$ cat config.mk
export PLATFORM = sky130hd
export DESIGN_NAME = tdc_column_sequencer
export DESIGN_NICKNAME = d
export VERILOG_FILES = /design/src/rtl/tdc_seq_pkg.sv /design/src/rtl/tdc_sync_chain.sv /design/src/rtl/tdc_up_counter.sv /design/src/rtl/tdc_column_sequencer.sv
export SDC_FILE = /design/constraint.sdc
export NUM_CORES = 1
export LEC_CHECK = 0
export BUFFER_PORTS_ARGS = -buffer_cell sky130_fd_sc_hd__buf_4
export CORE_MARGIN = 5
export CORE_UTILIZATION = 50
export DETAILED_ROUTE_END_ITERATION = 12
export PLACE_DENSITY = 0.72
export SETUP_SLACK_MARGIN = 0.05
export SLEW_MARGIN = 5
export SYNTH_ARGS = -nofsm -noshare
export SYNTH_HDL_FRONTEND = slang
export SYNTH_SLANG_ARGS = --single-unit
$ cat constraint.sdc
create_clock -name clk -period 2.3 [get_ports clk]
set_input_delay 0.23 -clock clk [delete_from_list [all_inputs] [get_ports clk]]
set_output_delay 0.23 -clock clk [all_outputs]
set_load 0.05 [all_outputs]
$ cat src/rtl/tdc_seq_pkg.sv
package tdc_seq_pkg;

    typedef enum logic [2:0] {
        ST_IDLE,
        ST_DISCHARGE,
        ST_INTEGRATE,
        ST_REPORT,
        ST_DONE
    } seq_state_t;

endpackage

$ cat src/rtl/tdc_sync_chain.sv
module tdc_sync_chain #(
    parameter int STAGES = 2
) (
    input  logic clk,
    input  logic rst,
    input  logic async_in,
    output logic sync_out
);
    logic [STAGES-1:0] chain_q;

    generate
        for (genvar s = 0; s < STAGES; s++) begin : g_stage
            if (s == 0) begin : g_first
                always_ff @(posedge clk) begin
                    if (rst) chain_q[0] <= 1'b0;
                    else     chain_q[0] <= async_in;
                end
            end else begin : g_next
                always_ff @(posedge clk) begin
                    if (rst) chain_q[s] <= 1'b0;
                    else     chain_q[s] <= chain_q[s-1];
                end
            end
        end
    endgenerate

    assign sync_out = chain_q[STAGES-1];
endmodule

$ cat src/rtl/tdc_up_counter.sv
module tdc_up_counter #(
    parameter int W = 8
) (
    input  logic         clk,
    input  logic         clr,
    input  logic         en,
    output logic [W-1:0] q
);
    always_ff @(posedge clk) begin
        if (clr)     q <= '0;
        else if (en) q <= q + 1'b1;
    end
endmodule

$ cat src/rtl/tdc_column_sequencer.sv
module tdc_column_sequencer
    import tdc_seq_pkg::*;
#(
    parameter int NUM_COLS         = 8,
    parameter int CNT_W            = 8,
    parameter int DISCHARGE_CYCLES = 4,
    parameter int SYNC_STAGES      = 2,
    localparam int COL_W           = (NUM_COLS > 1) ? $clog2(NUM_COLS) : 1
) (
    input  logic             clk,
    input  logic             rst,
    input  logic             start,
    input  logic [CNT_W-1:0] count_max,
    input  logic             cmp_async,
    input  logic             res_ready,
    output logic [COL_W-1:0] col_sel,
    output logic             discharge,
    output logic             integrate,
    output logic             res_valid,
    output logic [CNT_W-1:0] res_count,
    output logic [COL_W-1:0] res_col,
    output logic             res_timeout,
    output logic             res_overrange,
    output logic             sweep_done
);
    localparam int RAW_W = CNT_W + 2;
    localparam int DIS_W = $clog2(DISCHARGE_CYCLES + 1);

    seq_state_t state_q, state_nx;

    logic [COL_W-1:0] col_q;
    logic [RAW_W-1:0] raw_cnt;
    logic [DIS_W-1:0] dis_cnt;
    logic             cmp_hit;
    logic             dis_last;
    logic             at_limit;
    logic             last_col;
    logic             accept;
    logic [CNT_W-1:0] count_q;
    logic [COL_W-1:0] rcol_q;
    logic             tout_q;
    logic             ovr_q;

    tdc_sync_chain #(.STAGES(SYNC_STAGES)) i_sync (
        .clk      (clk),
        .rst      (rst),
        .async_in (cmp_async),
        .sync_out (cmp_hit)
    );

    tdc_up_counter #(.W(DIS_W)) i_dis_timer (
        .clk (clk),
        .clr (rst || (state_q != ST_DISCHARGE)),
        .en  (state_q == ST_DISCHARGE),
        .q   (dis_cnt)
    );

    tdc_up_counter #(.W(RAW_W)) i_int_counter (
        .clk (clk),
        .clr (rst || (state_q != ST_INTEGRATE)),
        .en  (state_q == ST_INTEGRATE),
        .q   (raw_cnt)
    );

    assign dis_last = (dis_cnt == DIS_W'(DISCHARGE_CYCLES - 1));
    assign at_limit = (raw_cnt == ({2'b00, count_max} + RAW_W'(SYNC_STAGES)));
    assign last_col = (col_q == COL_W'(NUM_COLS - 1));
    assign accept   = (state_q == ST_REPORT) && res_ready;

    // next-state selection
    always_comb begin
        state_nx = state_q;
        unique case (state_q)
            ST_IDLE:      if (start)                 state_nx = ST_DISCHARGE;
            ST_DISCHARGE: if (dis_last)              state_nx = ST_INTEGRATE;
            ST_INTEGRATE: if (cmp_hit || at_limit)   state_nx = ST_REPORT;
            ST_REPORT:    if (res_ready)             state_nx = last_col ? ST_DONE : ST_DISCHARGE;
            ST_DONE:                                 state_nx = ST_IDLE;
            default:                                 state_nx = ST_IDLE;
        endcase
    end

    // state register, column index and result capture
    always_ff @(posedge clk) begin
        if (rst) begin
            state_q <= ST_IDLE;
            col_q   <= '0;
            count_q <= '0;
            rcol_q  <= '0;
            tout_q  <= 1'b0;
            ovr_q   <= 1'b0;
        end else begin
            state_q <= state_nx;
            if (accept) col_q <= last_col ? '0 : col_q + 1'b1;
            if (state_q == ST_INTEGRATE) begin
                if (cmp_hit) begin
                    rcol_q <= col_q;
                    tout_q <= 1'b0;
                    if (raw_cnt <= RAW_W'(SYNC_STAGES)) begin
                        count_q <= '0;
                        ovr_q   <= 1'b1;
                    end else begin
                        count_q <= CNT_W'(raw_cnt - RAW_W'(SYNC_STAGES));
                        ovr_q   <= 1'b0;
                    end
                end else if (at_limit) begin
                    rcol_q  <= col_q;
                    count_q <= count_max;
                    tout_q  <= 1'b1;
                    ovr_q   <= 1'b0;
                end
            end
        end
    end

    // outputs decoded from state
    always_comb begin
        discharge  = 1'b1;
        integrate  = 1'b0;
        res_valid  = 1'b0;
        sweep_done = 1'b0;
        unique case (state_q)
            ST_IDLE:      ;
            ST_DISCHARGE: ;
            ST_INTEGRATE: begin discharge = 1'b0; integrate = 1'b1; end
            ST_REPORT:    res_valid  = 1'b1;
            ST_DONE:      sweep_done = 1'b1;
            default:      ;
        endcase
    end

    assign col_sel       = col_q;
    assign res_count     = count_q;
    assign res_col       = rcol_q;
    assign res_timeout   = tout_q;
    assign res_overrange = ovr_q;
endmodule

# == Word-level counts from Yosys, hierarchy flattened ==
# Cells that the tools add are included.
# op_classes
addsub,5
magnitude_cmp,1
eq_ne,13
n_mux,21
n_reduce_logical,8
# ops
operator,n
two-way mux 3 bit,8
two-way mux 8 bit,3
one-hot mux 3 bit (4 select lines),1
"adder 10 x 1 -> 10 bit, second input constant",1
== test 10 x 9 -> 1 bit,1
"<= comparator 10 x 2 -> 1 bit, second input constant",1
"adder 8 x 2 -> 9 bit, second input constant",1
"== test 3 x 2 -> 1 bit, second input constant",3
two-way mux 1 bit,9
"!= test 2 bit, second input constant",4
"subtractor 8 x 2 -> 8 bit, second input constant",1
"adder 3 x 1 -> 3 bit, second input constant",2
"== test 3 bit, second input constant",2
AND reduction 4 bit,1
"== test 3 x 1 -> 1 bit, second input constant",1
zero test 3 bit,1
logical OR 1 bit,3
"!= test 3 x 1 -> 1 bit, second input constant",1
"!= test 3 x 2 -> 1 bit, second input constant",1
AND reduction 2 bit,1
nonzero test 2 bit,1
logical AND 1 bit,1
# totals
regBits,34
inputBits,13
out_inout_bits,20
wordCells,58

# == Logic depth before layout (Yosys ltp) ==
# Gate-level depths: netlist of run 1.
# depth
ltp_word,5
depth_mapped,9
ltp_nobuf,8

# == Hierarchy ==
# Synthesis of run 1 repeated with hierarchy kept, for this count alone.
# hier_totals
cells_unflattened,225
area_unflattened_um2,1929.4
# modules_own_cells
mod,instances,cells_per_inst,area_per_inst_um2,seq_area_each_um2
tdc_column_sequencer,1,161,1315.0,380.4
tdc_up_counter at i_int_counter,1,49,440.4,200.2
tdc_up_counter at i_dis_timer,1,11,121.4,60.1
tdc_sync_chain,1,4,52.6,40.0

# == Worst setup path after synthesis of run 1 ==
# Ideal clock, no wire load.
# synth_path
path_kind,register to register
start,reg state_q[0]
end,"reg col_q[0], in the netlist col_sel[0]"
setup_time_ns,0.066
arrival_ns,2.337
t_required_ns,2.234
path_slack_ns,-0.103
path_stages_with_launch,7
n_path_buf,0
synth_period_minus_slack_ns,2.403
cell_sequence,dfxtp_1 > inv_1 > nor3_1 > nand2_1 > nor3_1 > a21oi_1 > nor2_1
# synth_via
elab_chain_len,2
# synth_lines
element,line,rtl
start: declaration,tdc_column_sequencer.sv:29,"seq_state_t state_q, state_nx;"
start signal: assignment,tdc_column_sequencer.sv:93,state_q <= state_nx;
== test 3 x 2 -> 1 bit,tdc_column_sequencer.sv:68,assign accept = (state_q == ST_REPORT) && res_ready;
logical AND 1 bit,tdc_column_sequencer.sv:68,
end signal: assignment,tdc_column_sequencer.sv:94,if (accept) col_q <= last_col ? '0 : col_q + 1'b1;
end: declaration,tdc_column_sequencer.sv:31,logic [COL_W-1:0] col_q;
# No other way between the ends.
# A chain may end at the register's enable or synchronous reset.

# == Final worst setup path of run 1 ==
# layout_path
start,reg i_int_counter.q[3]
end,"reg count_q[6], in the netlist res_count[6]"
# layout_via
elab_chain_len,3
word_cells_on_any_way,7
classes_between,add/sub (1); order compare (1); eq/ne (1); mux (2); reduce/logical (2)
# layout_lines
element,line,rtl
start: declaration,tdc_up_counter.sv:7,output logic [W-1:0] q
start signal: assignment,tdc_up_counter.sv:11,else if (en) q <= q + 1'b1;
subtractor 8 x 2 -> 8 bit (tied with other cells),tdc_column_sequencer.sv:103,count_q <= CNT_W'(raw_cnt - RAW_W'(SYNC_STAGES));
two-way mux 8 bit / nonzero test 2 bit (equally long branches),n/a,
two-way mux 8 bit / AND reduction 2 bit (equally long branches),n/a,
end signal: assignment,tdc_column_sequencer.sv:103,
end signal: assignment,tdc_column_sequencer.sv:108,count_q <= count_max;
end: declaration,tdc_column_sequencer.sv:39,logic [CNT_W-1:0] count_q;
# Several ways; a longest one is shown, not always the timed one.

==> results by group, run 1 <==
Run status
  • Status: complete, no violations

Clocking
  • Clock slew at reported path FFs: ~0.07 ns
  • Resized cells post-CTS: 0
  • Clock buffer depth: 2
  • Clock sinks: 34
  • H-tree Lvls: 2
  • Num CTS Buffers: 5
  • Hold-fix buffers, CTS: 0
  • Clk_lat worst skew: about 0.29 ns
  • Post-CTS Setup Inserts: 0
  • CTS tree: built
  • CTS root buf: clkbuf_8

Drt
  • DR WL/cell: around 14 um
  • Drt pass-1 iters: 4
  • ANT nets after route: 0
  • Remaining routing DRC violations: 0
  • 1st-iter DRT viols: about 110
  • Wirelength, routed: roughly 4.7 mm
  • Vias: roughly 1800
  • Vias per std cell: around 5.7

Worst setup path
  • R2R Path Start: i_int_counter.q[3]
  • Critical-path top delay cell: or4_1
  • Crit. End Element: flip-flop
  • Worst path required time: ~2.5 ns
  • Worst Reg-to-Reg Cells: 6
  • CP Buf/Inv Count: 0
  • CP Class: flip-flop to flip-flop
  • CP top delay family: simple AND/OR/NAND/NOR gates
  • CP max stage delay: 0.47 ns
  • R2R Path End: res_count[6]
  • Critical Path Source: i_int_counter.q[3]
  • Max Fanout on Critical Path: 4
  • CP Cell Sequence: or3_4, or4_1, o211ai_1, o21ai_0, or3_1, a21oi_1
  • Worst setup SP type: flip-flop
  • Worst endpoint data arrival time: 2.31 ns
  • Reg2Reg Setup Slack: approximately 0.21 ns

Finish
  • Non-filler cells, final: around 320
  • Layout cell share with drive strength beyond 1: 21.0%
  • P&R area growth vs syn: 21.0%
  • Antenna diodes: 0
  • Fin nets: a little under 300

STA
  • Final TNS setup: 0 ns
  • Tcrit/Tclk final: 90.7%
  • Worst-Margin Slew: between 0.4 and 0.5 ns
  • Final Hold Fails: 0
  • Slew Viols, Final: 0
  • RSZ-0062 raised after global routing: false
  • Fin Clk Skew: 0.00835 ns
  • Fmax: between 400 and 500 MHz
  • Slew HR: ~70%
  • Post-layout min period: 2.09 ns
  • Setup ws final: between 0.2 and 0.25 ns
  • Final setup viols: 0

Synthesis
  • Post-synthesis compound-gate area fraction: 22.6%
  • Largest family of logic cells by synthesized area: compound AO/OA/AOI/OAI gates
  • Simple-gate portion of the synthesized area: 21.8%
  • Post-synth ARST share: 0%
  • Synth Area per Inst: 8.35 sq um
  • Cell Area, Synth: between 1500 and 2000 sq um
  • Synth area leaders: dfxtp_1 (34%), xnor2_1 (5.7%), ha_1 (5.6%), a21oi_1 (4.3%), o21ai_0 (3.3%)
  • Dominant synthesized flop cell: dfxtp_1
  • Synth area leader: dfxtp_1
  • Distinct cell type count after synthesis: 49
  • Area share of fa/ha/maj cells after synthesis: under 10%
  • Synth Net Count: between 200 and 300
  • Post-synth EDFFs: 0
  • Mux cell area share after synthesis: roughly 1.0%
  • Synth Area in XOR/XNOR: under 10%
  • YS warnings: 0
  • Instance count of the mapped netlist: roughly 240
  • Top cell type's share of synthesized area: between 30% and 40%
  • Register area share after synthesis: between 30% and 40%
  • Flops & latches, synth: 34

Placed design
  • IO Port Bufs: 32
  • Placer congestion estimate: roughly 0.88
  • Detailed Place HPWL: about 3.5 mm
  • Worst slack, placed: ~0.048 ns
  • Placed Cells: around 320

Global route
  • Initial antenna violation count: 0
  • Largest net degree at the start of global routing: 21
  • Gr usage total: a little under a fifth
  • Vias in the first global route: approximately 1700
  • Grt total ovfl: 0
  • Global-route wire length before repair: ~7.8 mm

Floorplanning
  • Site Rows: 23
  • Ports: 33
  • Core ar.: approximately 4000 sq um
  • Die Span Y: 73.2 um
  • Die width: roughly 73 um
  • Starting Density: 50.6%
  • Die ar.: 5350 sq um

Min path
  • HP Start: cmp_async
  • Worst hold path class: input port to flip-flop
  • Hold Path Depth: 2
  • Hold Path Sink: i_sync.chain_q[0]

Pwr
  • Pwr per Cell Area: about 540 nW/um^2
  • Leakage: ~0.96 nW
  • Peak supply drop: slightly above 0.4 mV
  • Final Power: about 1.3 mW

Run
  • Max_cap viols: 0
## report_power, final
group          switching, mW  internal (mW)
logic                 0.0691         0.0537
registers             0.0127          0.601
clock network          0.217          0.346
## layer usage
layer / vias up / track usage (%) / part of all wire (%) / wire [um]
met5: - / 0 / 0 / 0
met4: 0 / 7.99 / 1.7 / 78
met3: 10 / 3.72 / 6.5 / 305
met2: 52 / 27.1 / 45 / 2090
met1: 823 / 26.4 / 47 / 2180
li1: 941 / - / - / -
## worst max path at each step
stage | to | cells after the start
after global placement | res_overrange | 8
after CTS | res_count[6] | 6
after floorplan | i_int_counter.q[8] | 7
after detailed placement | res_count[5] | 8
after global routing | res_overrange | 6
final | res_count[6] | 6
## per-stage QoR
| step | area (sq um) | hold WS (ns) | util [%] |
|---|---|---|---|
| after floorplan | 2000 | 0.358 | - |
| after global placement | 2300 | 0.414 | 58.4 |
| after detailed placement | 2300 | 0.415 | 58.4 |
| after CTS | 2410 | 0.162 | 61.3 |
| after global routing | 2410 | 0.194 | 61.3 |
| final | 2410 | 0.163 | 61.3 |
## registers in the layout, summed over array words and instances (netlist names)
| register | count |
|---|---|
| i_int_counter.q | 10 |
| i_dis_timer.q | 3 |
| state_q | 3 |
| res_count | 8 |
| col_sel | 3 |
| res_col | 3 |
| res_overrange | 1 |
| i_sync.sync_out | 1 |
| i_sync.chain_q | 1 |
| res_timeout | 1 |
## worst reg2reg max path, stage by stage, from the launching register on
cell	delay, ns
dfxtp_1	0.35
or3_4	0.42
or4_1	0.47
o211ai_1	0.19
o21ai_0	0.15
or3_1	0.32
a21oi_1	0.13
## layout by cell type (no fill, tap or decap), types with 4 or more instances in the layout
| cell | instances |
|---|---|
| a21oi_1 | 17 |
| a31oi_1 | 4 |
| buf_4 | 41 |
| clkbuf_8 | 6 |
| dfxtp_1 | 34 |
| ha_1 | 9 |
| inv_1 | 13 |
| nand2_1 | 10 |
| nand3_1 | 8 |
| nand4_1 | 4 |
| nor2_1 | 16 |
| nor2b_1 | 4 |
| nor3_1 | 8 |
| o211ai_1 | 8 |
| o21ai_0 | 13 |
| or3_1 | 9 |
| xnor2_1 | 13 |
| xor2_1 | 7 |
## synthesized netlist by cell type, drive strengths merged (2+ instances only)
cell type,number
dfxtp,34
a21oi,17
nor2,16
inv,14
o21ai,13
xnor2,13
nand2,10
or3,10
clkbuf,9
ha,9
nor3,9
nand3,8
o211ai,8
xor2,7
buf,6
a31oi,4
and4,4
nand4,4
nor2b,4
a211oi,3
a2bb2oi,3
and3,3
nor4,3
o2111ai,3
and2,2
mux2i,2
nand3b,2
o211a,2
o32ai,2
or4,2
## final cells by class
type,instances,area [sq um]
Tap cell,50,62.6
Multi-Input combinational cell,176,1200
Fill cell,343,1530
Inverter,14,52.6
Clock buffer,6,82.6
Timing Repair Buffer,41,308
Clock inverter,1,30.0
Sequential cell,34,681
## logic make-up after synthesis
kind of cell | Yosys count
compound gates | 66
buf+inv | 29
simple gates | 79
flops | 34
xor+xnor | 20
fa+ha+maj | 9
mux | 2
Power figures use the tool's default switching activity.
==> inputs of run 2 (changes only) <==
--- a/config.mk
+++ b/config.mk
@@ -5,11 +5,13 @@
 export SDC_FILE = /design/constraint.sdc
 export NUM_CORES = 1
 export LEC_CHECK = 0
+export ABC_AREA = 0
 export BUFFER_PORTS_ARGS = -buffer_cell sky130_fd_sc_hd__buf_4
 export CORE_MARGIN = 5
 export CORE_UTILIZATION = 50
 export DETAILED_ROUTE_END_ITERATION = 12
 export PLACE_DENSITY = 0.72
+export REMOVE_ABC_BUFFERS = 1
 export SETUP_SLACK_MARGIN = 0.05
 export SLEW_MARGIN = 5
 export SYNTH_ARGS = -nofsm -noshare
==> results by group, run 2 (synthesis gave the netlist of run 1 again) <==
Run status
  • Status: complete, no violations

Finish
  • Non-filler cells, final: 323 (+0.31%)
  • Largest register by flop count: i_int_counter.q
  • Largest register FFs: 10 (unchanged)
  • Fin nets: 294 (unchanged)
  • Leading cell type in the layout, fill and taps excluded: buf_4
  • Fillcell total: 365 (+6.4%)
  • Layout cell share with drive strength beyond 1: 20.9% (-0.077 points)
  • P&R area growth vs syn: 19.9%
  • Most frequent cells in the layout: buf_4 (41), dfxtp_1 (34), a21oi_1 (17)
  • Antenna diodes: 0 (unchanged)

Floorplanning
  • Site Rows: 23 (unchanged)
  • Die width: 73.2 um (unchanged)
  • Ports: 33 (unchanged)
  • Die Span Y: 73.2 um (unchanged)
  • Core ar.: 3940 sq um (unchanged)
  • Die ar.: 5350 sq um (unchanged)
  • Starting Density: 50.6% (unchanged)

Worst setup path
  • Crit. End Element: flip-flop
  • Worst endpoint data arrival time: 2.31 ns (about the same)
  • Worst path required time: 2.53 ns (about the same)
  • CP Class: flip-flop to flip-flop
  • Worst Reg-to-Reg Cells: 6 (unchanged)
  • Max Fanout on Critical Path: 4 (unchanged)
  • Worst setup SP type: flip-flop

Global route
  • Gr usage total: 19.0% (+0.42 points)
  • Largest net degree at the start of global routing: 21 (unchanged)
  • Vias in the first global route: 1665 (-0.54%)
  • Grt total ovfl: 0 (unchanged)
  • Global-route wire length before repair: 7.86 mm (+0.36%)
  • Initial antenna violation count: 0 (unchanged)

Min path
  • Worst hold path class: input port to flip-flop
  • Hold Path Depth: 2 (unchanged)

STA
  • Fmax: 480 MHz (about the same)
  • RSZ-0062 raised after global routing: false
  • Fin Clk Skew: 0.00467 ns (-0.00369 ns)
  • Slew Viols, Final: 0 (unchanged)
  • Final TNS setup: 0 ns (unchanged)
  • Tcrit/Tclk final: 90.6% (about the same)
  • Final setup viols: 0 (unchanged)
  • Post-layout min period: 2.08 ns (-0.00208 ns)
  • Slew HR: 68.3% (-1.5 points)
  • Final Hold Fails: 0 (unchanged)
  • Worst-Margin Slew: 0.472 ns (+0.0215 ns)

Clocking
  • Num CTS Buffers: 5 (unchanged)
  • H-tree Lvls: 2 (unchanged)
  • CTS tree: built
  • Clk_lat worst skew: 0.29 ns (about the same)
  • Clock buffer depth: 2 (unchanged)
  • CTS root buf: clkbuf_8
  • Hold-fix buffers, CTS: 0 (unchanged)
  • Clock slew at reported path FFs: 0.07 ns (about the same)
  • Post-CTS Setup Inserts: 0 (unchanged)
  • Resized cells post-CTS: 0 (unchanged)
  • Clock sinks: 34 (unchanged)

Drt
  • Wirelength, routed: 4.81 mm (+3.2%)
  • Vias per std cell: 5.77 (+1.8%)
  • Remaining routing DRC violations: 0 (unchanged)
  • DR WL/cell: 14.9 um (+2.8%)
  • ANT nets after route: 0 (unchanged)
  • Drt pass-1 iters: 4 (unchanged)
  • Vias: 1865 (+2.1%)
  • 1st-iter DRT viols: 131 (+25%)

Pwr
  • Peak supply drop: 0.352 mV (-13%)
  • Pwr per Cell Area: 506 nW/um^2 (-6.0%)
  • Leakage: 0.946 nW (-1.2%)

Placed design
  • Placed Cells: 315 (unchanged)
  • Detailed Place HPWL: 3.61 mm (+3.1%)
  • Placer congestion estimate: 0.912 (+3.5%)
  • IO Port Bufs: 32 (unchanged)

Run
  • Max_cap viols: 0 (unchanged)
-- run 2: cell types whose count changed in the layout (fill, tap and decap cells not counted) --
cell / before / now
bufinv_16: 1 / 0
clkinvlp_4: 0 / 1
nor3_1: 8 / 9
nor3_2: 1 / 0
clkinv_2: 0 / 1
-- run 2: final timing paths --
path | endpoint | slack [ns] | start
min reg2reg | i_dis_timer.q[0] | 0.44 | i_dis_timer.q[0]
max reg2reg | res_count[6] | 0.22 | i_int_counter.q[3]
min | i_sync.chain_q[0] | 0.14 | cmp_async
max | res_count[6] | 0.22 | i_int_counter.q[3]
-- run 2: cell type report --
type	count	area, sq um	area share [%]
multi-input combinational	176	1190	49.9
sequential	34	681	28.5
timing repair buffer	41	308	12.9
clock buffer	6	82.6	3.45
tap	50	62.6	2.62
inverter	14	52.6	2.20
clock inverter	2	12.5	0.523
-- run 2: power breakdown --
group / switching, mW / leakage [nW] / total [mW] / internal (mW)
clock: 0.233 / 0.0472 / 0.474 / 0.241
combinational: 0.0690 / 0.625 / 0.123 / 0.0537
sequential: 0.0134 / 0.275 / 0.614 / 0.600
-- run 2: worst max-delay path: stages, from the launching register on --
cell	delay (ns)
dfxtp_1	0.36
or3_4	0.42
or4_1	0.47
o211ai_1	0.19
o21ai_0	0.13
or3_1	0.31
a21oi_1	0.13
-- run 2: layer usage --
metal  track usage (%)  wire [um]
met3              5.10        278
met4              6.76         70
met5                 0          0
met1              26.0       2310
met2              28.6       2150
-- run 2: stage by stage --
step	util [%]	cell area (sq um)	worst slack (ns)	power [mW]	hold WS [ns]
after floorplan	-	1930	-0.103	0.697	0.299
after global placement	58.3	2300	0.109	0.748	0.413
after detailed placement	58.3	2300	0.0710	0.749	0.420
after CTS	60.7	2390	0.220	1.22	0.137
after global routing	60.7	2390	0.0665	1.27	0.162
final	60.7	2390	0.215	1.21	0.141
